File: config.mk
export PLATFORM = sky130hd
export DESIGN_NAME = camrx_csr_bank
export DESIGN_NICKNAME = d
export VERILOG_FILES = /design/src/rtl/camrx_csr_pkg.sv /design/src/rtl/camrx_sticky_word.sv /design/src/rtl/camrx_ctrl_regs.sv /design/src/rtl/camrx_csr_bank.sv
export SDC_FILE = /design/constraint.sdc
export NUM_CORES = 1
export LEC_CHECK = 0
export ABC_AREA = 1
export BUFFER_PORTS_ARGS = -buffer_cell sky130_fd_sc_hd__buf_2
export CORE_MARGIN = 1.5
export CORE_UTILIZATION = 30
export DETAILED_ROUTE_END_ITERATION = 7
export HOLD_SLACK_MARGIN = 0.1
export SETUP_SLACK_MARGIN = 0.3
export SYNTH_ARGS = -nofsm -noshare
export SYNTH_HDL_FRONTEND = slang
export SYNTH_SLANG_ARGS = --single-unit
export TNS_END_PERCENT = 100
File: constraint.sdc
create_clock -name clk_i -period 3.3 [get_ports clk_i]
set_input_delay 0.495 -clock clk_i [delete_from_list [all_inputs] [get_ports clk_i]]
set_output_delay 0.495 -clock clk_i [all_outputs]
set_load 0.03 [all_outputs]
File: src/rtl/camrx_csr_pkg.sv
package camrx_csr_pkg;
  localparam int DATA_W  = 32;
  localparam int ST1_W   = 29;
  localparam int ST2_W   = 24;
  localparam int PHYST_W = 11;
  localparam int TDATA_W = 8;
  localparam int LANE_W  = 2;
  localparam int NLANES  = 4;
  localparam int STOP_LO = 4;   // data-lane stop flags start here in the PHY state word
  localparam int TEN_BIT = 16;

  typedef enum logic [3:0] {
    SEL_NONE, SEL_LANES, SEL_SHUT, SEL_PRST, SEL_CRST, SEL_PHYST,
    SEL_ST1, SEL_ST2, SEL_MSK1, SEL_MSK2, SEL_TST0, SEL_TST1
  } csr_sel_e;

  function automatic csr_sel_e decode_offset(input logic [7:0] off);
    case (off)
      8'h04:   return SEL_LANES;
      8'h08:   return SEL_SHUT;
      8'h0C:   return SEL_PRST;
      8'h10:   return SEL_CRST;
      8'h14:   return SEL_PHYST;
      8'h20:   return SEL_ST1;
      8'h24:   return SEL_ST2;
      8'h28:   return SEL_MSK1;
      8'h2C:   return SEL_MSK2;
      8'h30:   return SEL_TST0;
      8'h34:   return SEL_TST1;
      default: return SEL_NONE;
    endcase
  endfunction
endpackage

File: src/rtl/camrx_sticky_word.sv
module camrx_sticky_word #(
  parameter int W = 8
) (
  input  logic         clk_i,
  input  logic         rst_ni,
  input  logic [W-1:0] evt_i,
  input  logic         rd_clr_i,
  input  logic         mask_we_i,
  input  logic [W-1:0] mask_wdata_i,
  output logic [W-1:0] status_o,
  output logic [W-1:0] mask_o,
  output logic         pend_o
);
  logic [W-1:0] live;

  // Per-bit sticky cell: a new event wins over a clear.
  for (genvar b = 0; b < W; b++) begin : g_cell
    logic bit_q;
    always_ff @(posedge clk_i or negedge rst_ni) begin
      if (!rst_ni)       bit_q <= 1'b0;
      else if (evt_i[b]) bit_q <= 1'b1;
      else if (rd_clr_i) bit_q <= 1'b0;
    end
    assign status_o[b] = bit_q;
    assign live[b]     = bit_q & ~mask_o[b];
  end

  always_ff @(posedge clk_i or negedge rst_ni) begin
    if (!rst_ni)        mask_o <= '0;
    else if (mask_we_i) mask_o <= mask_wdata_i;
  end

  assign pend_o = |live;

  p_evt_sets_r5: assert property (@(posedge clk_i) disable iff (!rst_ni)
    (evt_i != '0) |=> ((status_o & $past(evt_i)) == $past(evt_i)));
  p_no_drop_r5: assert property (@(posedge clk_i) disable iff (!rst_ni)
    !rd_clr_i |=> ((status_o & $past(status_o)) == $past(status_o)));
  p_rd_clears_r6: assert property (@(posedge clk_i) disable iff (!rst_ni)
    (rd_clr_i && evt_i == '0) |=> (status_o == '0));
  p_mask_hold_r7: assert property (@(posedge clk_i) disable iff (!rst_ni)
    !mask_we_i |=> $stable(mask_o));
endmodule

File: src/rtl/camrx_ctrl_regs.sv
module camrx_ctrl_regs
  import camrx_csr_pkg::*;
(
  input  logic               clk_i,
  input  logic               rst_ni,
  input  logic               we_lanes_i,
  input  logic               we_shut_i,
  input  logic               we_prst_i,
  input  logic               we_crst_i,
  input  logic               we_tst0_i,
  input  logic               we_tst1_i,
  input  logic [DATA_W-1:0]  wdata_i,
  input  logic [NLANES-1:0]  lane_stop_i,
  output logic [LANE_W-1:0]  lane_count_o,
  output logic               shut_n_o,
  output logic               prst_n_o,
  output logic               crst_n_o,
  output logic               strobe_o,
  output logic               clear_o,
  output logic               addr_sel_o,
  output logic [TDATA_W-1:0] din_o
);
  logic all_stopped;
  assign all_stopped = &lane_stop_i;

  always_ff @(posedge clk_i or negedge rst_ni) begin
    if (!rst_ni) begin
      lane_count_o <= LANE_W'(1);
      shut_n_o     <= 1'b0;
      prst_n_o     <= 1'b0;
      crst_n_o     <= 1'b0;
      strobe_o     <= 1'b0;
      clear_o      <= 1'b0;
      addr_sel_o   <= 1'b0;
      din_o        <= '0;
    end else begin
      if (we_lanes_i && all_stopped) lane_count_o <= wdata_i[LANE_W-1:0];
      if (we_shut_i) shut_n_o <= wdata_i[0];
      if (we_prst_i) prst_n_o <= wdata_i[0];
      if (we_crst_i) crst_n_o <= wdata_i[0];
      if (we_tst0_i) begin
        strobe_o <= wdata_i[1];
        clear_o  <= wdata_i[0];
      end
      if (we_tst1_i) begin
        addr_sel_o <= wdata_i[TEN_BIT];
        din_o      <= wdata_i[TDATA_W-1:0];
      end
    end
  end

  p_lane_gate_r3: assert property (@(posedge clk_i) disable iff (!rst_ni)
    (we_lanes_i && !all_stopped) |=> $stable(lane_count_o));
  p_lane_idle_r3: assert property (@(posedge clk_i) disable iff (!rst_ni)
    !we_lanes_i |=> $stable(lane_count_o));
  p_shut_idle_r2: assert property (@(posedge clk_i) disable iff (!rst_ni)
    !we_shut_i |=> $stable(shut_n_o));
endmodule

File: src/rtl/camrx_csr_bank.sv
module camrx_csr_bank
  import camrx_csr_pkg::*;
#(
  parameter int ADDR_W = 12
) (
  input  logic                 clk_i,
  input  logic                 rst_ni,
  input  logic                 psel_i,
  input  logic                 penable_i,
  input  logic                 pwrite_i,
  input  logic [ADDR_W-1:0]    paddr_i,
  input  logic [DATA_W-1:0]    pwdata_i,
  output logic [DATA_W-1:0]    prdata_o,
  input  logic [PHYST_W-1:0]   phy_state_i,
  input  logic [ST1_W-1:0]     err1_evt_i,
  input  logic [ST2_W-1:0]     err2_evt_i,
  input  logic [TDATA_W-1:0]   test_dout_i,
  output logic [LANE_W-1:0]    lane_count_o,
  output logic                 phy_shutdown_n_o,
  output logic                 phy_reset_n_o,
  output logic                 ctrl_reset_n_o,
  output logic                 test_strobe_o,
  output logic                 test_clear_o,
  output logic                 test_addr_sel_o,
  output logic [TDATA_W-1:0]   test_din_o,
  output logic                 irq_o
);
  localparam int HI_W = ADDR_W - 8;

  csr_sel_e sel;
  logic     access, wr, rd;
  logic [ST1_W-1:0] st1, msk1;
  logic [ST2_W-1:0] st2, msk2;
  logic pend1, pend2;

  always_comb begin
    sel = decode_offset(paddr_i[7:0]);
    if (paddr_i[ADDR_W-1:8] != HI_W'(0)) sel = SEL_NONE;
  end

  assign access = psel_i & penable_i;
  assign wr     = access & pwrite_i;
  assign rd     = access & ~pwrite_i;

  camrx_ctrl_regs u_ctrl (
    .clk_i        (clk_i),
    .rst_ni       (rst_ni),
    .we_lanes_i   (wr && sel == SEL_LANES),
    .we_shut_i    (wr && sel == SEL_SHUT),
    .we_prst_i    (wr && sel == SEL_PRST),
    .we_crst_i    (wr && sel == SEL_CRST),
    .we_tst0_i    (wr && sel == SEL_TST0),
    .we_tst1_i    (wr && sel == SEL_TST1),
    .wdata_i      (pwdata_i),
    .lane_stop_i  (phy_state_i[STOP_LO+NLANES-1:STOP_LO]),
    .lane_count_o (lane_count_o),
    .shut_n_o     (phy_shutdown_n_o),
    .prst_n_o     (phy_reset_n_o),
    .crst_n_o     (ctrl_reset_n_o),
    .strobe_o     (test_strobe_o),
    .clear_o      (test_clear_o),
    .addr_sel_o   (test_addr_sel_o),
    .din_o        (test_din_o)
  );

  camrx_sticky_word #(.W(ST1_W)) u_word1 (
    .clk_i        (clk_i),
    .rst_ni       (rst_ni),
    .evt_i        (err1_evt_i),
    .rd_clr_i     (rd && sel == SEL_ST1),
    .mask_we_i    (wr && sel == SEL_MSK1),
    .mask_wdata_i (pwdata_i[ST1_W-1:0]),
    .status_o     (st1),
    .mask_o       (msk1),
    .pend_o       (pend1)
  );

  camrx_sticky_word #(.W(ST2_W)) u_word2 (
    .clk_i        (clk_i),
    .rst_ni       (rst_ni),
    .evt_i        (err2_evt_i),
    .rd_clr_i     (rd && sel == SEL_ST2),
    .mask_we_i    (wr && sel == SEL_MSK2),
    .mask_wdata_i (pwdata_i[ST2_W-1:0]),
    .status_o     (st2),
    .mask_o       (msk2),
    .pend_o       (pend2)
  );

  assign irq_o = pend1 | pend2;

  always_comb begin
    prdata_o = '0;
    if (rd) begin
      unique case (sel)
        SEL_LANES: prdata_o[LANE_W-1:0]  = lane_count_o;
        SEL_SHUT:  prdata_o[0]           = phy_shutdown_n_o;
        SEL_PRST:  prdata_o[0]           = phy_reset_n_o;
        SEL_CRST:  prdata_o[0]           = ctrl_reset_n_o;
        SEL_PHYST: prdata_o[PHYST_W-1:0] = phy_state_i;
        SEL_ST1:   prdata_o[ST1_W-1:0]   = st1;
        SEL_ST2:   prdata_o[ST2_W-1:0]   = st2;
        SEL_MSK1:  prdata_o[ST1_W-1:0]   = msk1;
        SEL_MSK2:  prdata_o[ST2_W-1:0]   = msk2;
        SEL_TST0:  prdata_o[1:0]         = {test_strobe_o, test_clear_o};
        SEL_TST1:  prdata_o[TEN_BIT:0]   = {test_addr_sel_o, test_dout_i, test_din_o};
        default:   prdata_o              = '0;
      endcase
    end
  end

  p_irq_quiet_r7: assert property (@(posedge clk_i) disable iff (!rst_ni)
    (st1 == '0 && st2 == '0) |-> !irq_o);
  p_irq_rise_r7: assert property (@(posedge clk_i) disable iff (!rst_ni)
    (((err1_evt_i & ~msk1) != '0) && !(wr && sel == SEL_MSK1)) |=> irq_o);
  p_idle_bus_r10: assert property (@(posedge clk_i) disable iff (!rst_ni)
    !access |-> (prdata_o == '0));
endmodule

==> results list <==
* Run status: completed
* Synthesized area divided by synthesized cell count: 8.06 µm²
* Fraction of final layout cells sized beyond drive strength 1: 28.5%
- The floorplan step set the die width to 150 µm.
- Synthesized netlist cell count: 804
- The number of buffers and inverters on the critical path is 3.
- Clock-pin slew on the worst setup and hold paths: 0.05 ns
* Final hold slack: 0.255 ns
- Switching fraction of total power: 21.3%
- Summing all placed instances gives a cell area of 7670 µm².
* Clk pwr share: 53.0%
- Register area share after synthesis: 47.1%
* Remaining number of nets flagged by the antenna check after routing: 0
* Synth warnings: 0
- Effective utilization at floorplan: 30.7%
- Data on the critical path arrives at its endpoint at 2.41 ns.
- Number of distinct library cells after synthesis: 45
- After floorplanning, the core was divided into 53 placement rows.
* Post-detailed-routing wire length: between 20000 and 25000 µm
- Post-DP HPWL: 14700 µm
- Along the worst path, the maximum fanout reaches 25.
- The worst path uses a little under 90% of the clock period.
* Min Clock Period, post-route: between 2 and 3 ns
- Sequential cell fraction of total power: 42.0%
- Grouping stages by cell kind, the critical path spends the most delay in simple AND/OR/NAND/NOR gates.
* Via count: 5933
- The total area inside the core boundary comes to roughly 21000 µm².
- Kind of end point of the critical path: output pin
* Max-capacitance violation count: 0
- After detailed routing, the number of vias per cell comes to 4.65.
* Clock root buffer: sky130_fd_sc_hd__clkbuf_16
* Wire length of the first global-routing pass: 30900 µm
- Number of iterations in the first detailed-routing pass: 4
- Traced cell by cell, the critical path runs through buf_2 > nor2_4 > nand2_4 > o31ai_4 > nand2_2 > nor2_4 > buf_12 > nand2_1 > nand2_1 > nor2_1 > nand2_1 > nor2_1 > nor2_1 > buf_2.
* Count of clock tree sinks: 122
* Count of port buffers added during placement: between 150 and 200
- The via count of the first global-routing pass is just under 6000.
- The mapped netlist covers 6480 µm².
- The number of clock buffers added by TritonCTS is 17.
- At the pin with the least slew margin, the transition time is 0.704 ns.
- Initial DRC count: 331
* Switching power: 760 µW
- Headroom to the max-slew limit: 52.6%
- Summed over all layers, the global routing overflow is 0.
* Number of hold violations in the final report: 0
- Entering global routing, the biggest net connects 53 pins.
- Crit path launch type: input pin
- Die area: 22500 µm²
* RSZ-0062 raised after global routing: yes
- TritonCTS built the clock tree.
- Setup slack on the critical path of the routed design comes to approximately 0.40 ns.
* Clock tree buffer depth: 2
* Layout Cell Area excl Fill: 8430 µm²
* Height of the chip: roughly 150 µm
- Logic gate share of total power: 5.0%
- Post-Route Skew: 0 ns
- In this run the count of I/O pins placed on the die edge is 170.
- Drt drc: 0
* Maximum single-stage delay on the critical path: 0.36 ns
- Dividing total power by cell area gives a power density of 424 nW/µm².
- The number of antenna violations at the first check in global routing was 0.
- The congestion estimate from routability-driven global placement came to 0.844.
* Maximum resistive drop on vdd: between 0.3 and 0.4 mV
* Critical Path RT: approximately 2.8 ns
* Highest clock frequency the design can meet: 345 MHz
* Crit path kind: in2out
- Area delta synth->final: 30.0%
- Depth of the CTS H-tree: 4
- Clock Latency Late Sink: 0.42 ns
- The analysis attributes to cell leakage a power of around 0.0045 µW.
- For this run, the share of the core covered by cells in the final layout is 40.0%.
- The internal portion of the total power is 2820 µW.
- Number of pins exceeding their max-slew limit in the final report: 0
* Placement-stage worst setup slack: 0.230 ns
* Synthesis-stage register bit count: around 120
* Global Route Usage Sum: between 15 and 20%
* Crit-path slowest cell: sky130_fd_sc_hd__o31ai_4
- Setup_tns: 0 ns
- Final-report setup violation count: 0
* Number of nets in the final layout: 1108
* Average wire length per cell after detail routing: 15.7 µm
* Path class of the lowest-slack min-delay path: in2reg
[stage by stage]
step                total power [µW]  cells
floorplan                       1580    806
global placement                1700   1232
detailed placement              1700   1232
CTS                             3620   1264
global route                    3720   1274
finish                          3580   1275
[layout make-up]
cell class              instances  area [µm²]
repair buffers                194        1140
clock inverters                 7         115
well taps                     275         344
inverters                     125         480
clock buffers                  24         482
multi-input cells             527        2810
diodes                          1        2.50
flip-flops and latches        122        3050
fillers                      2233       12700
[kinds of logic after synthesis]
| group | count (synthesis) | share of synthesized area (%) |
|---|---|---|
| buf+inv | 157 | 10.5 |
| mux | 5 | 0.984 |
| other cells | 1 | 0.0578 |
| flops | 122 | 47.1 |
| compound gates | 175 | 18.4 |
| simple gates | 344 | 22.9 |
[final timing paths]
| check | from | to | slack (ns) | cells after the start |
|---|---|---|---|---|
| max | paddr_i[0] | prdata_o[1] | 0.40 | 14 |
| min | err1_evt_i[13] | u_word1.g_cell[13].bit_q | 0.25 | 2 |
| max reg2reg | u_word1.mask_o[27] | u_word1.mask_o[27] | 2.53 | 1 |
| min reg2reg | u_word1.mask_o[8] | u_word1.mask_o[8] | 0.49 | 2 |
| max in group asynchronous | rst_ni | u_word2.g_cell[11].bit_q | 1.88 | 3 |
| min in group asynchronous | rst_ni | u_word1.g_cell[26].bit_q | 0.63 | 2 |
[sequential cells by signal, summed over array words and instances, names as in the netlist]
register              cells
u_word1.mask_o           29
u_ctrl.clear_o            1
u_ctrl.lane_count_o       2
u_ctrl.prst_n_o           1
u_word2.mask_o           24
u_ctrl.addr_sel_o         1
u_ctrl.crst_n_o           1
u_word1.g_cell.bit_q     29
u_ctrl.strobe_o           1
u_ctrl.din_o              8
u_ctrl.shut_n_o           1
u_word2.g_cell.bit_q     24
[routing by layer]
metal | GRT usage, % | routed length (µm) | vias to the layer above
met5 | 0 | 0 | -
met4 | 7.65 | 438 | 0
met3 | 3.87 | 1170 | 32
met2 | 30.7 | 9620 | 168
met1 | 23.2 | 8790 | 2768
li1 | - | - | 2965
[cell usage after synthesis, drive strengths merged]
cell type  count  area [µm²]
o211ai        18         185
o32ai          1        8.76
nor2          78         325
a211o          1        8.76
buf           30         203
nand2        209         822
dfstp          1        26.3
o221ai         1        8.76
o2111ai        1        8.76
nor3           5        35.0
and3           2        12.5
nand3         28         145
mux2           5        63.8
or4            2        15.0
nand4         15         100
and2           1        6.26
a21o           6        45.0
a211oi         1        7.51
nor4           4        25.0
conb           1        3.75
o21ai         75         402
clkbuf         2        7.51
o21bai        47         353
o31ai          1        21.3
dfrtp        121        3030
a31oi          1        6.26
a21oi          6        41.3
o22ai         16         100
inv          125         469
[power groups by stage]
stage / logic (µW) / clock network (µW) / registers (µW)
floorplan: 51.7 / 0 / 1530
detailed placement: 175 / 0 / 1530
global route: 200 / 2020 / 1500
CTS: 177 / 1940 / 1500
global placement: 174 / 0 / 1530
finish: 179 / 1900 / 1500
[what timing repair did]
action                                  in CTS  in global routing
gates resized for setup                      2                 27
setup buffers                                0                 10
hold buffers                                 1                  0
cloned                                       0                  0
hold endpoints to repair                    27                  0
pin swaps                                    0                 11
endpoints found under the setup margin      20                 30
[placed cells by master, fill, tap and decap left out, types with 4 or more instances in the layout]
cell and n:
sky130_fd_sc_hd__nand2_1 195, sky130_fd_sc_hd__buf_2 160, sky130_fd_sc_hd__dfrtp_1 121, sky130_fd_sc_hd__inv_1 112, sky130_fd_sc_hd__nor2_1 71, sky130_fd_sc_hd__o21bai_1 47, sky130_fd_sc_hd__o21ai_1 36, sky130_fd_sc_hd__o21ai_0 34
sky130_fd_sc_hd__nand3_1 25, sky130_fd_sc_hd__buf_4 25, sky130_fd_sc_hd__clkbuf_16 17, sky130_fd_sc_hd__o22ai_1 16, sky130_fd_sc_hd__nand4_1 14, sky130_fd_sc_hd__inv_2 10, sky130_fd_sc_hd__o211ai_2 10, sky130_fd_sc_hd__nand2_2 8
sky130_fd_sc_hd__o211ai_1 8, sky130_fd_sc_hd__nand2_4 6, sky130_fd_sc_hd__a21o_1 6, sky130_fd_sc_hd__buf_12 6, sky130_fd_sc_hd__nor2_4 5, sky130_fd_sc_hd__a21oi_1 5, sky130_fd_sc_hd__o21ai_2 4, sky130_fd_sc_hd__clkbuf_1 4
(Power assumes the default switching activity.)
